$ cat config.mk
export PLATFORM = sky130hd
export DESIGN_NAME = wdog_supervisor
export DESIGN_NICKNAME = d
export VERILOG_FILES = /design/src/rtl/wdog_pkg.sv /design/src/rtl/wdog_kick_sync.sv /design/src/rtl/wdog_interval.sv /design/src/rtl/wdog_limit.sv /design/src/rtl/wdog_supervisor.sv
export SDC_FILE = /design/constraint.sdc
export NUM_CORES = 1
export LEC_CHECK = 0
export BUFFER_PORTS_ARGS = -buffer_cell sky130_fd_sc_hd__buf_2
export CAP_MARGIN = 40
export CORE_UTILIZATION = 35
export CTS_CLUSTER_DIAMETER = 150
export CTS_CLUSTER_SIZE = 20
export DETAILED_ROUTE_END_ITERATION = 8
export GPL_TIMING_DRIVEN = 0
export PLACE_DENSITY_LB_ADDON = 0.3
export SLEW_MARGIN = 20
export SYNTH_ARGS = -nofsm -noshare
export SYNTH_HDL_FRONTEND = slang
export SYNTH_HIERARCHICAL = 1
export SYNTH_SLANG_ARGS = --single-unit
export TNS_END_PERCENT = 50
$ cat constraint.sdc
create_clock -name clk -period 8 [get_ports clk]
set_input_delay 0.4 -clock clk [delete_from_list [all_inputs] [get_ports clk]]
set_output_delay 0.4 -clock clk [all_outputs]
set_load 0.01 [all_outputs]
$ cat src/rtl/wdog_pkg.sv
package wdog_pkg;

    typedef enum logic [2:0] {
        ST_PWROFF,
        ST_STARTUP,
        ST_OFF,
        ST_ENDLY,
        ST_PARKED,
        ST_SETUP,
        ST_WATCH,
        ST_FAULT
    } wd_state_e;

    typedef enum logic [1:0] {
        MD_LONG    = 2'b00,
        MD_SHORT   = 2'b01,
        MD_CAP     = 2'b10,
        MD_CAP_ALT = 2'b11
    } wd_mode_e;

    // nominal periods in milliseconds
    localparam int LONG_MS     = 1600;
    localparam int SHORT_MS    = 200;
    localparam int RST_MS      = 200;
    // capacitance-derived timeout: hundredths of a ms per 0.1 nF, plus a base
    localparam int CAP_SLOPE_CENT = 774;
    localparam int CAP_BASE_MS    = 55;

endpackage

$ cat src/rtl/wdog_kick_sync.sv
module wdog_kick_sync #(
    parameter int STAGES = 2
) (
    input  logic clk,
    input  logic rst_n,
    input  logic kick_in,
    output logic fall
);

    logic [STAGES-1:0] sync_q;
    logic              last_q;

    // stage 0 samples the asynchronous pin, later stages settle it
    genvar gi;
    generate
        for (gi = 0; gi < STAGES; gi++) begin : g_stage
            if (gi == 0) begin : g_first
                always_ff @(posedge clk or negedge rst_n) begin
                    if (!rst_n) sync_q[0] <= 1'b1;
                    else        sync_q[0] <= kick_in;
                end
            end else begin : g_next
                always_ff @(posedge clk or negedge rst_n) begin
                    if (!rst_n) sync_q[gi] <= 1'b1;
                    else        sync_q[gi] <= sync_q[gi-1];
                end
            end
        end
    endgenerate

    always_ff @(posedge clk or negedge rst_n) begin
        if (!rst_n) last_q <= 1'b1;
        else        last_q <= sync_q[STAGES-1];
    end

    assign fall = last_q & ~sync_q[STAGES-1];

endmodule

$ cat src/rtl/wdog_interval.sv
module wdog_interval #(
    parameter int TICK_DIV = 100,
    parameter int CNT_W    = 32
) (
    input  logic             clk,
    input  logic             rst_n,
    input  logic             restart,
    input  logic [CNT_W-1:0] limit,
    output logic             done,
    output logic [CNT_W-1:0] count
);

    localparam int             PRE_W    = (TICK_DIV > 1) ? $clog2(TICK_DIV) : 1;
    localparam logic [PRE_W-1:0] PRE_LAST = PRE_W'(TICK_DIV - 1);

    logic [PRE_W-1:0] pre;
    logic             tick;

    assign tick = (pre == PRE_LAST);

    always_ff @(posedge clk or negedge rst_n) begin
        if (!rst_n) begin
            pre   <= '0;
            count <= '0;
        end else if (restart) begin
            pre   <= '0;
            count <= '0;
        end else if (tick) begin
            pre   <= '0;
            count <= count + CNT_W'(1);
        end else begin
            pre   <= pre + PRE_W'(1);
        end
    end

    // expiry on the tick that completes the limit-th whole tick
    assign done = tick && (count >= limit - CNT_W'(1));

endmodule

$ cat src/rtl/wdog_limit.sv
module wdog_limit
    import wdog_pkg::*;
#(
    parameter int TICKS_PER_MS  = 1000,
    parameter int STARTUP_TICKS = 300,
    parameter int SETUP_TICKS   = 150,
    parameter int CAP_W         = 14,
    parameter int CNT_W         = 32
) (
    input  wd_state_e        state,
    input  logic [1:0]       mode,
    input  logic [CAP_W-1:0] cap_tenths,
    output logic [CNT_W-1:0] limit
);

    localparam logic [CNT_W-1:0] TPM_L     = CNT_W'(TICKS_PER_MS);
    localparam logic [CNT_W-1:0] START_L   = CNT_W'(STARTUP_TICKS);
    localparam logic [CNT_W-1:0] SETUP_L   = CNT_W'(SETUP_TICKS);
    localparam logic [CNT_W-1:0] RST_L     = CNT_W'(RST_MS * TICKS_PER_MS);
    localparam logic [CNT_W-1:0] LONG_L    = CNT_W'(LONG_MS);
    localparam logic [CNT_W-1:0] SHORT_L   = CNT_W'(SHORT_MS);
    localparam logic [CNT_W-1:0] SLOPE_L   = CNT_W'(CAP_SLOPE_CENT);
    localparam logic [CNT_W-1:0] BASE_L    = CNT_W'(CAP_BASE_MS);
    localparam logic [CNT_W-1:0] HUNDRED_L = CNT_W'(100);

    logic [CNT_W-1:0] watch_ms;

    always_comb begin
        case (wd_mode_e'(mode))
            MD_LONG:  watch_ms = LONG_L;
            MD_SHORT: watch_ms = SHORT_L;
            default:  watch_ms = (CNT_W'(cap_tenths) * SLOPE_L) / HUNDRED_L + BASE_L;
        endcase
    end

    always_comb begin
        case (state)
            ST_STARTUP:        limit = START_L;
            ST_SETUP:          limit = SETUP_L;
            ST_ENDLY, ST_FAULT: limit = RST_L;
            ST_WATCH:          limit = watch_ms * TPM_L;
            default:           limit = '1;
        endcase
    end

endmodule

$ cat src/rtl/wdog_supervisor.sv
module wdog_supervisor
    import wdog_pkg::*;
#(
    parameter int TICK_DIV      = 100,
    parameter int TICKS_PER_MS  = 1000,
    parameter int STARTUP_TICKS = 300,
    parameter int SETUP_TICKS   = 150,
    parameter int EN_DLY_CYC    = 20,
    parameter int SYNC_STAGES   = 2,
    parameter int CAP_W         = 14,
    parameter int CNT_W         = 32
) (
    input  logic             clk,
    input  logic             rst_n,
    input  logic             pgood,
    input  logic             en,
    input  logic             set1,
    input  logic             kick,
    input  logic [1:0]       mode,
    input  logic [CAP_W-1:0] cap_tenths,
    output logic             wdo_n,
    output logic             enout
);

    wd_state_e        state;
    wd_state_e        st_nx;
    logic [CNT_W-1:0] tmr;
    logic [CNT_W-1:0] limit;
    logic             done;
    logic             restart;
    logic             timed;
    logic             kick_fall;
    logic             kick_act;
    logic             up_q;
    logic             en_late;

    // ---------------------------------------------------------------
    // kick synchroniser and falling-edge detector
    // ---------------------------------------------------------------
    wdog_kick_sync #(
        .STAGES (SYNC_STAGES)
    ) u_kick (
        .clk     (clk),
        .rst_n   (rst_n),
        .kick_in (kick),
        .fall    (kick_fall)
    );

    // ---------------------------------------------------------------
    // per-state period length and shared interval counter
    // ---------------------------------------------------------------
    wdog_limit #(
        .TICKS_PER_MS  (TICKS_PER_MS),
        .STARTUP_TICKS (STARTUP_TICKS),
        .SETUP_TICKS   (SETUP_TICKS),
        .CAP_W         (CAP_W),
        .CNT_W         (CNT_W)
    ) u_limit (
        .state      (state),
        .mode       (mode),
        .cap_tenths (cap_tenths),
        .limit      (limit)
    );

    wdog_interval #(
        .TICK_DIV (TICK_DIV),
        .CNT_W    (CNT_W)
    ) u_ival (
        .clk     (clk),
        .rst_n   (rst_n),
        .restart (restart),
        .limit   (limit),
        .done    (done),
        .count   (tmr)
    );

    // ---------------------------------------------------------------
    // enable-status fall delay line
    // ---------------------------------------------------------------
    generate
        if (EN_DLY_CYC <= 1) begin : g_dly_one
            logic q;
            always_ff @(posedge clk or negedge rst_n) begin
                if (!rst_n) q <= 1'b0;
                else        q <= en;
            end
            assign en_late = q;
        end else begin : g_dly_many
            logic [EN_DLY_CYC-1:0] q;
            always_ff @(posedge clk or negedge rst_n) begin
                if (!rst_n) q <= '0;
                else        q <= {q[EN_DLY_CYC-2:0], en};
            end
            assign en_late = q[EN_DLY_CYC-1];
        end
    endgenerate

    // ---------------------------------------------------------------
    // next-state logic
    // ---------------------------------------------------------------
    assign kick_act = (state == ST_WATCH) && kick_fall && pgood && en && set1;

    always_comb begin
        st_nx = state;
        if (!pgood) begin
            st_nx = ST_PWROFF;
        end else begin
            unique case (state)
                ST_PWROFF: begin
                    st_nx = ST_STARTUP;
                end
                ST_STARTUP: begin
                    if (done) st_nx = en ? ST_ENDLY : ST_OFF;
                end
                ST_OFF: begin
                    if (en) st_nx = ST_ENDLY;
                end
                ST_ENDLY: begin
                    if (!en)       st_nx = ST_OFF;
                    else if (done) st_nx = set1 ? ST_WATCH : ST_PARKED;
                end
                ST_PARKED: begin
                    if (!en)       st_nx = ST_OFF;
                    else if (set1) st_nx = ST_SETUP;
                end
                ST_SETUP: begin
                    if (!en)        st_nx = ST_OFF;
                    else if (!set1) st_nx = ST_PARKED;
                    else if (done)  st_nx = ST_WATCH;
                end
                ST_WATCH: begin
                    if (!en)           st_nx = ST_OFF;
                    else if (!set1)    st_nx = ST_PARKED;
                    else if (kick_act) st_nx = ST_WATCH;
                    else if (done)     st_nx = ST_FAULT;
                end
                ST_FAULT: begin
                    if (!en)        st_nx = ST_OFF;
                    else if (!set1) st_nx = ST_PARKED;
                    else if (done)  st_nx = ST_WATCH;
                end
            endcase
        end
    end

    assign timed   = state inside {ST_STARTUP, ST_ENDLY, ST_SETUP, ST_WATCH, ST_FAULT};
    assign restart = (st_nx != state) || kick_act || !timed;

    // ---------------------------------------------------------------
    // state register
    // ---------------------------------------------------------------
    always_ff @(posedge clk or negedge rst_n) begin
        if (!rst_n) state <= ST_PWROFF;
        else        state <= st_nx;
    end

    // enable-status qualifier: set once the reset delay completes
    always_ff @(posedge clk or negedge rst_n) begin
        if (!rst_n) begin
            up_q <= 1'b0;
        end else if (st_nx inside {ST_PWROFF, ST_STARTUP, ST_ENDLY}) begin
            up_q <= 1'b0;
        end else if (st_nx inside {ST_PARKED, ST_SETUP, ST_WATCH, ST_FAULT}) begin
            up_q <= 1'b1;
        end
    end

    // ---------------------------------------------------------------
    // outputs
    // ---------------------------------------------------------------
    always_comb begin
        unique case (state)
            ST_PWROFF, ST_STARTUP, ST_ENDLY, ST_FAULT: wdo_n = 1'b0;
            ST_OFF, ST_PARKED, ST_SETUP, ST_WATCH:     wdo_n = 1'b1;
        endcase
        enout = up_q & en_late;
    end

endmodule

; Word level (Yosys, flattened, before mapping)
; Memories as Yosys holds them, arrays and structs flattened.
; Cells that the tools add are included.
[op_classes]
bitwise = 3
mul = 2
add_sub_neg = 4
order_cmp = 1
n_eq_ne = 16
mux = 25
reduce_logical = 18
div_mod_pow = 1
[ops]
columns = cell, count
row1 = $pmux W32 S4, 1
row2 = $mux W32, 2
row3 = $pmux W32 S2, 1
row4 = $mux W3, 14
row5 = $add A32 B1 Y32 const B, 1
row6 = $add A32 B6 Y32 const B, 1
row7 = $div A24 B7 Y32 const B, 1
row8 = $ge A32 B32 Y1, 1
row9 = $mul A32 B7 Y29 const B, 1
row10 = $sub A32 B1 Y32 const B, 1
row11 = $eq A3 B3 Y1 const B, 8
row12 = $mul A14 B9 Y23 const B, 1
row13 = $pmux W3 S7, 1
row14 = $mux W7, 2
row15 = $eq A3 B2 Y1 const B, 3
row16 = $add A7 B1 Y7 const B, 1
row17 = $eq A7 B7 Y1 const B, 1
row18 = $eq A3 B1 Y1 const B, 2
row19 = $logic_not A3 Y1, 2
row20 = $logic_and A1 B1 Y1, 5
row21 = $reduce_bool A5 Y1, 1
row22 = $reduce_bool A2 Y1, 2
row23 = $reduce_bool A4 Y1, 1
row24 = $reduce_or A2 Y1, 2
row25 = other kinds (10), 14
[word_totals]
out_inout_bits = 2
reg_bits = 66
elab_cells = 79
n_memories = 1
inputBits = 22
mem_bits_ro = 8
[memory_table]
columns = name, depth, word_bits, rd, rd_ports_with_merged_regs, write_ports, line
row1 = (no name shown), 8, 1, 1, 0, 0, wdog_supervisor.sv:172  ; unique case (state)

; Logic depth before layout (Yosys ltp)
; Gate-level depths: netlist of the first run.
[logic_depth]
depth_word = 19
ltp_mapped = 113

; Hierarchy
; The synthesis of the first run kept the hierarchy.
[by_module_without_submodules]
columns = mod, area_per_inst_um2, cells_each, instances
row1 = wdog_limit, 10108.4, 1309, 1
row2 = wdog_interval, 3190.6, 354, 1
row3 = wdog_supervisor, 854.6, 63, 1
row4 = wdog_kick_sync, 92.6, 4, 1

; Worst setup path after synthesis of the first run
; OpenSTA, ideal clock, no wires.
[synth_path]
path_type = input -> register
startpoint = input port cap_tenths[5]
endpoint = register u_ival.count[24]
path_stages = 101
t_arrival_ns = 23.094
setup_slack_ns = -15.172
required_time_ns = 7.922
setup_ns = 0.078
cell_sequence = ha_1 > ha_1 > fa_1 > inv_1 > fa_1 > inv_1 > ha_1 > buf_2 > a21oi_2 > nor2_1 > or3_1 > or3b_1 > and3_4 > buf_6 > o2111ai_1 > a31oi_1 > nor2_1 > nor2_1 > (+65 left out) > nor3b_2 > xnor2_1 > ha_1 > nand4_1 > or4_1 > nor2_1 > nand2_1 > o2bb2ai_1 > o21ai_0 > a22o_1 > o221ai_2 > and2_4 > a221o_1 > clkbuf_1 > o21bai_4 > nand2_1 > or4_1 > a21oi_1
[synth_via]
elab_chain_cells = 19
elab_cells_between_ends = 26
[synth_rtl]
columns = element, line
row1 = "start, declared", wdog_supervisor.sv:20  ; input logic [CAP_W-1:0] cap_tenths,
row2 = $mul A14 B9 Y23 *, wdog_limit.sv:32  ; default: watch_ms = (CNT_W'(cap_tenths) * SLOPE_L) / HUNDRED_L + BASE_L;
row3 = $div A24 B7 Y32 *, wdog_limit.sv:32
row4 = $add A32 B6 Y32 *, wdog_limit.sv:32
row5 = $pmux W32 S2 *, wdog_limit.sv:29  ; case (wd_mode_e'(mode))
row6 = $mul A32 B7 Y29 *, wdog_limit.sv:41  ; ST_WATCH: limit = watch_ms * TPM_L;
row7 = $pmux W32 S4 *, wdog_limit.sv:37  ; case (state)
row8 = net limit[25], wdog_supervisor.sv:28  ; logic [CNT_W-1:0] limit;
row9 = $sub A32 B1 Y32 *, wdog_interval.sv:37  ; assign done = tick && (count >= limit - CNT_W'(1));
row10 = (+2 left out), n/a
row11 = net done, wdog_supervisor.sv:29  ; logic done;
row12 = (+3 left out), n/a
row13 = $mux W3, wdog_supervisor.sv:132  ; if (!en) st_nx = ST_OFF;
row14 = $pmux W3 S7 *, wdog_supervisor.sv:108  ; unique case (state)
row15 = $mux W3 *, wdog_supervisor.sv:105  ; if (!pgood) begin
row16 = net st_nx[1], wdog_supervisor.sv:26  ; wd_state_e st_nx;
row17 = $ne A3 B3 Y1 *, wdog_supervisor.sv:147  ; assign restart = (st_nx != state) || kick_act || !timed;
row18 = $logic_or A1 B1 Y1 * (2 in a row), wdog_supervisor.sv:147
row19 = net restart, wdog_supervisor.sv:30  ; logic restart;
row20 = $mux W32 / $reduce_bool A2 Y1 (equally long branches), n/a
row21 = "end signal, assigned", wdog_interval.sv:30  ; count <= count + CNT_W'(1);
row22 = "end, declared", wdog_interval.sv:10  ; output logic [CNT_W-1:0] count
; The timed path passes the listed nets; every way through them passes the cells marked *.
; A chain may end at the register's enable or synchronous reset.

; Final worst setup path of the first run
[layout_path]
startpoint = input port cap_tenths[12]
endpoint = register u_ival.count[24]
; The elaborated chain is that of the path after synthesis.

==> metrics.cfg, run 1 <==
[sta]
relSlewSlack=0.367
fin_ws_ps=-14450
fin_crit_sh=2.81
worst_pin_slew_ps=943
setup-violations-final=43
fmax_mhz=44.5
period_minus_slack_ps=22450
slew_violations=0
hold_viol_final=0
clock-skew-final_ps=5.76
rsz0062_at_grt=yes

[synth]
yosysMostFrequentCell=inv_1
avgSynthCellArea_sq_um=8.23
synth_top_area_frac=0.142
ys_types=128
async_reset_ff_frac=1.00
synth_top_area_cell=ha_1
synth-seq-cells=66
synth.area.top_cells=ha_1 14%, fa_1 11%, dfrtp_1 11%
synth-edff-count=0
synthFlopType=dfrtp_1
syn-cell-area_sq_um=14200
yosys_warnings=6
seq_area_frac_synth=0.116
synthCells=1730
synth_common_cells=187 x inv_1, 162 x ha_1, 127 x a21oi_1, 122 x nand2_1, 101 x nor2_1

[setup_path]
critical_path.most_common_cell=a21oi_2
cp.arrival_ps=22710
worstReg2RegStart=state[0]
endpoint=u_ival/count[24]
crit_slowest_cell=fa_1
crit_type=in -> reg
crit_required_ps=8260
cp-start-kind=input port
reg2regPathDepth=24
r2r-end=u_ival/count[24]
endpoint_kind=register
max_stage_delay_ps=560
rrSetupSlack_ps=1470
worstSetupStartpoint=cap_tenths[12]
worstPathMaxFanout=7

[clock_network]
clockRootBuffer=clkbuf_16
clkLatencyLatePin_ps=330
cts_buffers=9
clkTransAtPathRegs_ps=50
cts_tree=done
cts_max_level=3
clockBufferDepth=2
cts_sinks=66

[grt]
grt_usage=0.193
use_met3=0.0157
busiest_layer=met2
overflow=0
grt_pass1_vias=14200
grt_max_degree=52
grt.met1_usage=0.237
antenna_found_initial=2
grt_pass1_wl_um=67500
grt.met2_usage=0.353

[route]
firstDrtPassIters=6
drc=0
vias_per_cell=5.65
via_count=14400
wl_um=42000
dr.first_iter.drc_count=779
ant_nets=0
wl_per_cell_um=16.5

[run_status]
violations=setup timing
status=finished with violations

[final_layout]
nNetsFinal=2276
fin_util=0.507
multi_input_area_sq_um=14300
drive_gt1_frac=0.384
layout.area.seq_sq_um=1660
n_fill_cell=3523
syn_to_final_growth_pct=41.9
diodes=0
final_cell_area_sq_um=20200

[floorplan]
core-area_sq_um=39900
start_util=0.357
die_h_um=204
rows=73
io_pins=24
die_x_um=204
dieArea_sq_um=41500

[place]
io_buffers=22
preCtsSetupSlack_ps=-16820
dpl_cell_area_sq_um=15500
dp_hpwl_um=28900
gp_congestion=0.881

[flow_run]
drv_cap=0

[min_path]
hold_path.class=in -> reg
worstHoldStart=kick

## final cells by class
class	instances	area share
buffer	36	0.0153
clock buffer	10	0.0118
clock inverter	6	0.00322
inverter	188	0.0358
multi-input combinational	1432	0.709
sequential	66	0.0819
tap	525	0.0325
timing repair buffer	279	0.111
## worst min path at each step
stage | end | slack (ps) | cells past startpoint
finish | u_kick/sync_q[0] | 190 | 1
detailed placement | u_ival/count[30] | 290 | 1
global placement | g_dly_many.q[9] | 330 | 0
CTS | u_kick/sync_q[0] | 180 | 1
floorplan | g_dly_many.q[0] | 100 | 0
global route | u_kick/sync_q[0] | 170 | 1
## metrics by stage
stage	hold WS, ps	cells	setup TNS [ps]
2_1_floorplan	104	1734	-567780
3_3_place_gp	335	2281	-701470
3_5_place_dp	289	2282	-702660
4_1_cts	182	2472	-588280
5_1_grt	175	2542	-647970
6_report	193	2542	-609090
## timing repair
action | CTS | global route
resized for setup | 314 | 193
setup endpoints to repair | 43 | 43
hold endpoints to repair | 15 | 0
pin swaps | 186 | 102
hold buffers | 1 | 0
setup buffers | 180 | 70
cloned | 2 | 2
## sequential cells by signal (all words and copies together) (netlist names)
signal / cells
g_dly_many.q: 20
state: 3
u_ival/count: 32
u_ival/pre: 7
u_kick/last_q: 1
u_kick/sync_q: 2
up_q: 1
## metal layers
metal,vias to the layer above,routed length (um),share of wire
li1,6851,-,-
met1,6979,17800,0.42
met2,428,21400,0.51
met3,92,1680,0.040
met4,4,1110,0.026
met5,-,28,0.00067
## kinds of logic after synthesis
logic type	Yosys count	synth area share
flops	66	0.116
fa+ha+maj	244	0.256
buf+inv	236	0.0668
mux	15	0.0116
compound gates	517	0.271
simple gates	516	0.195
other cells	2	0.000527
xor+xnor	134	0.0834
## placed cells by master (no fill, tap or decap), types with 12 or more instances in the layout
cell,count
inv_2,14
clkbuf_16,12
a21oi_1,79
xnor2_1,77
nand2_2,16
o211ai_1,20
nand2b_1,12
nor3_2,16
a21o_1,22
inv_1,171
a21oi_4,15
nand4_1,34
fa_1,77
o21ai_0,54
buf_4,229
ha_4,34
nand3_1,46
dfrtp_1,63
o21ai_4,12
o21ai_1,21
buf_6,31
nor2_2,20
and2_1,15
o21ai_2,22
ha_1,126
a21oi_2,39
nor2_4,16
clkbuf_1,13
nand2_1,103
nor2_1,68
nor3_1,24
buf_2,21
xor2_1,46
## critical path, delay by kind of cell
| kind | cells | cell delay, ps |
|---|---|---|
| buffers and inverters | 18 | 1860 |
| AO/OA/AOI/OAI | 50 | 9750 |
| multiplexers | 4 | 1100 |
| AND/OR/NAND/NOR | 19 | 4210 |
| XOR/XNOR | 6 | 760 |
| adder cells (fa/ha/maj) | 12 | 4600 |
Power of run 1 is not shown: default switching activity piles up to over one toggle a cycle in this logic, so the estimate is an artifact.
==> run 2: changes to the inputs <==
CAP_MARGIN = 15   (was 40)
MAX_ROUTING_LAYER = met4   (was default)
PLACE_DENSITY_LB_ADDON = 0.08   (was 0.3)
==> run 2 against run 1 <==
Effect of this change: the run still ends with setup timing left; global-route usage rose by 1.2 points; clock skew rose by 1.7 ps; core utilization fell by 0.40 points; non-clock buffer count fell by 19; wire length fell by 0.19%; worst setup slack improved by 37 ps; register-to-register slack got worse by 30 ps; critical path depth rose by 1; final cell count fell by 0.75%; critical path type unchanged.
==> metrics.cfg, run 2 (synthesized netlist as in run 1, its figures left out) <==
[route]
dr.first_iter.drc_count=661  ; was 779
via_count=13900  ; was 14400
drc=0  ; unchanged
wl_um=42000  ; about the same
vias_per_cell=5.50  ; was 5.65
wl_per_cell_um=16.6  ; was 16.5 um
ant_nets=0  ; unchanged
firstDrtPassIters=5  ; was 6

[sta]
fin_crit_sh=2.80  ; was 2.81
worst_pin_slew_ps=996  ; was 943 ps
fin_ws_ps=-14410  ; was -14450 ps
rsz0062_at_grt=yes  ; unchanged
period_minus_slack_ps=22410  ; was 22450 ps
clock-skew-final_ps=7.46  ; was 5.76 ps
hold_viol_final=0  ; unchanged
slew_violations=0  ; unchanged
setup-violations-final=43  ; unchanged
fmax_mhz=44.6  ; was 44.5 MHz
relSlewSlack=0.331  ; was 0.367

[clock_network]
cts_buffers=9  ; unchanged
clockRootBuffer=clkbuf_16  ; unchanged
clkLatencyLatePin_ps=330  ; about the same
cts_max_level=3  ; unchanged
cts_sinks=66  ; unchanged
clockBufferDepth=2  ; unchanged
clkTransAtPathRegs_ps=60  ; was 50 ps
cts_tree=done  ; unchanged

[floorplan]
die_h_um=204  ; unchanged
dieArea_sq_um=41500  ; unchanged
start_util=0.357  ; unchanged
rows=73  ; unchanged
die_x_um=204  ; unchanged
core-area_sq_um=39900  ; unchanged
io_pins=24  ; unchanged

[grt]
antenna_found_initial=0  ; was 2
overflow=0  ; unchanged
grt_max_degree=51  ; was 52
grt_usage=0.205  ; was 0.193
grt_pass1_wl_um=68900  ; was 67500 um
grt_pass1_vias=13900  ; was 14200

[place]
gp_congestion=0.858  ; was 0.881
preCtsSetupSlack_ps=-17150  ; was -16820 ps
dp.cells=2282  ; unchanged
dp_hpwl_um=31100  ; was 28900 um
io_buffers=22  ; unchanged
dpl_cell_area_sq_um=15500  ; unchanged

[final_layout]
final_cell_area_sq_um=20100  ; was 20200 sq um
nNetsFinal=2257  ; was 2276
largest_reg_flops=32  ; unchanged
syn_to_final_growth_pct=40.8  ; was 41.9%
layout_common_cells=210 x buf_4, 169 x inv_1, 124 x ha_1  ; was 229 x buf_4, 171 x inv_1, 126 x ha_1
n_fill_cell=3767  ; was 3523
drive_gt1_frac=0.374  ; was 0.384
fin_util=0.503  ; was 0.507
reg.largest.list=u_ival/count: 32 flops, g_dly_many.q: 20 flops, u_ival/pre: 7 flops  ; unchanged
finalNonFillerCells=2523  ; was 2542
regMostFlops=u_ival/count  ; unchanged
diodes=0  ; unchanged
layout_commonest_cell=buf_4  ; unchanged

[setup_path]
crit_required_ps=8260  ; about the same
max_stage_delay_ps=560  ; about the same
critical_path.most_common_cell=a21oi_2  ; unchanged
reg2regPathDepth=25  ; was 24
endpoint=u_ival/count[23]  ; was u_ival/count[24]
endpoint_kind=register  ; unchanged
rrSetupSlack_ps=1440  ; was 1470 ps
crit_slowest_cell=fa_1  ; unchanged
r2r-end=u_ival/count[23]  ; was u_ival/count[24]
cp.arrival_ps=22670  ; was 22710 ps
worstReg2RegStart=state[0]  ; unchanged
worstPathMaxFanout=10  ; was 7
worstSetupStartpoint=cap_tenths[6]  ; was cap_tenths[12]
crit_type=in -> reg  ; unchanged
cp-start-kind=input port  ; unchanged

[run_status]
violations=setup timing  ; unchanged
status=finished with violations  ; unchanged

[min_path]
hold_path_depth=1  ; unchanged
hold_path.class=in -> reg  ; unchanged

[flow_run]
drv_cap=0  ; unchanged

-- run 2: cell types whose count changed in the layout (fill, tap and decap cells not counted), sizes merged --
cell	before	now
buf	295	278
clkinvlp	1	0
bufinv	1	2
inv	189	190
clkbuf	29	26
-- run 2: worst min path at each step --
stage	start	to
global route	kick	u_kick/sync_q[0]
CTS	kick	u_kick/sync_q[0]
finish	kick	u_kick/sync_q[0]
detailed placement	rst_n	u_ival/pre[5]
floorplan	rst_n	g_dly_many.q[0]
global placement	g_dly_many.q[0]	g_dly_many.q[1]
-- run 2: metal layers --
| metal | part of all wire | track usage | routed length, um | vias up |
|---|---|---|---|---|
| met5 | 0 | - | 0 | - |
| met4 | 0.020 | 0.0465 | 839 | 0 |
| met3 | 0.028 | 0.0190 | 1180 | 50 |
| met2 | 0.52 | 0.364 | 21900 | 253 |
| met1 | 0.43 | 0.249 | 18100 | 6745 |
| li1 | - | - | - | 6823 |
-- run 2: cell type report --
cell class | instances | area, sq um | area share
buffer | 37 | 304 | 0.0152
clock buffer | 9 | 225 | 0.0112
clock inverter | 7 | 100 | 0.00499
inverter | 188 | 723 | 0.0361
multi-input combinational | 1432 | 14300 | 0.713
sequential | 66 | 1660 | 0.0825
tap | 525 | 657 | 0.0327
timing repair buffer | 259 | 2090 | 0.104
-- run 2: per-stage QoR --
step	hold WS [ps]	setup TNS, ps
2_1_floorplan	104	-567780
3_3_place_gp	334	-713990
3_5_place_dp	299	-715000
4_1_cts	159	-602510
5_1_grt	155	-647020
6_report	164	-605960
-- run 2: worst max-delay path: cells and delay by family --
kind,cells,cell delay [ps]
compound gates,46,8810
xor+xnor,5,580
fa+ha+maj,12,4630
buf+inv,17,1910
mux,4,790
simple gates,26,5500
-- run 2: what timing repair did --
action / in CTS / in global routing
pin swaps: 177 / 158
hold buffers: 1 / 0
resized for setup: 275 / 209
hold endpoints to repair: 16 / 0
endpoints found under the setup margin: 43 / 43
setup buffers: 148 / 89
Power of run 2 is left out for the same reason.
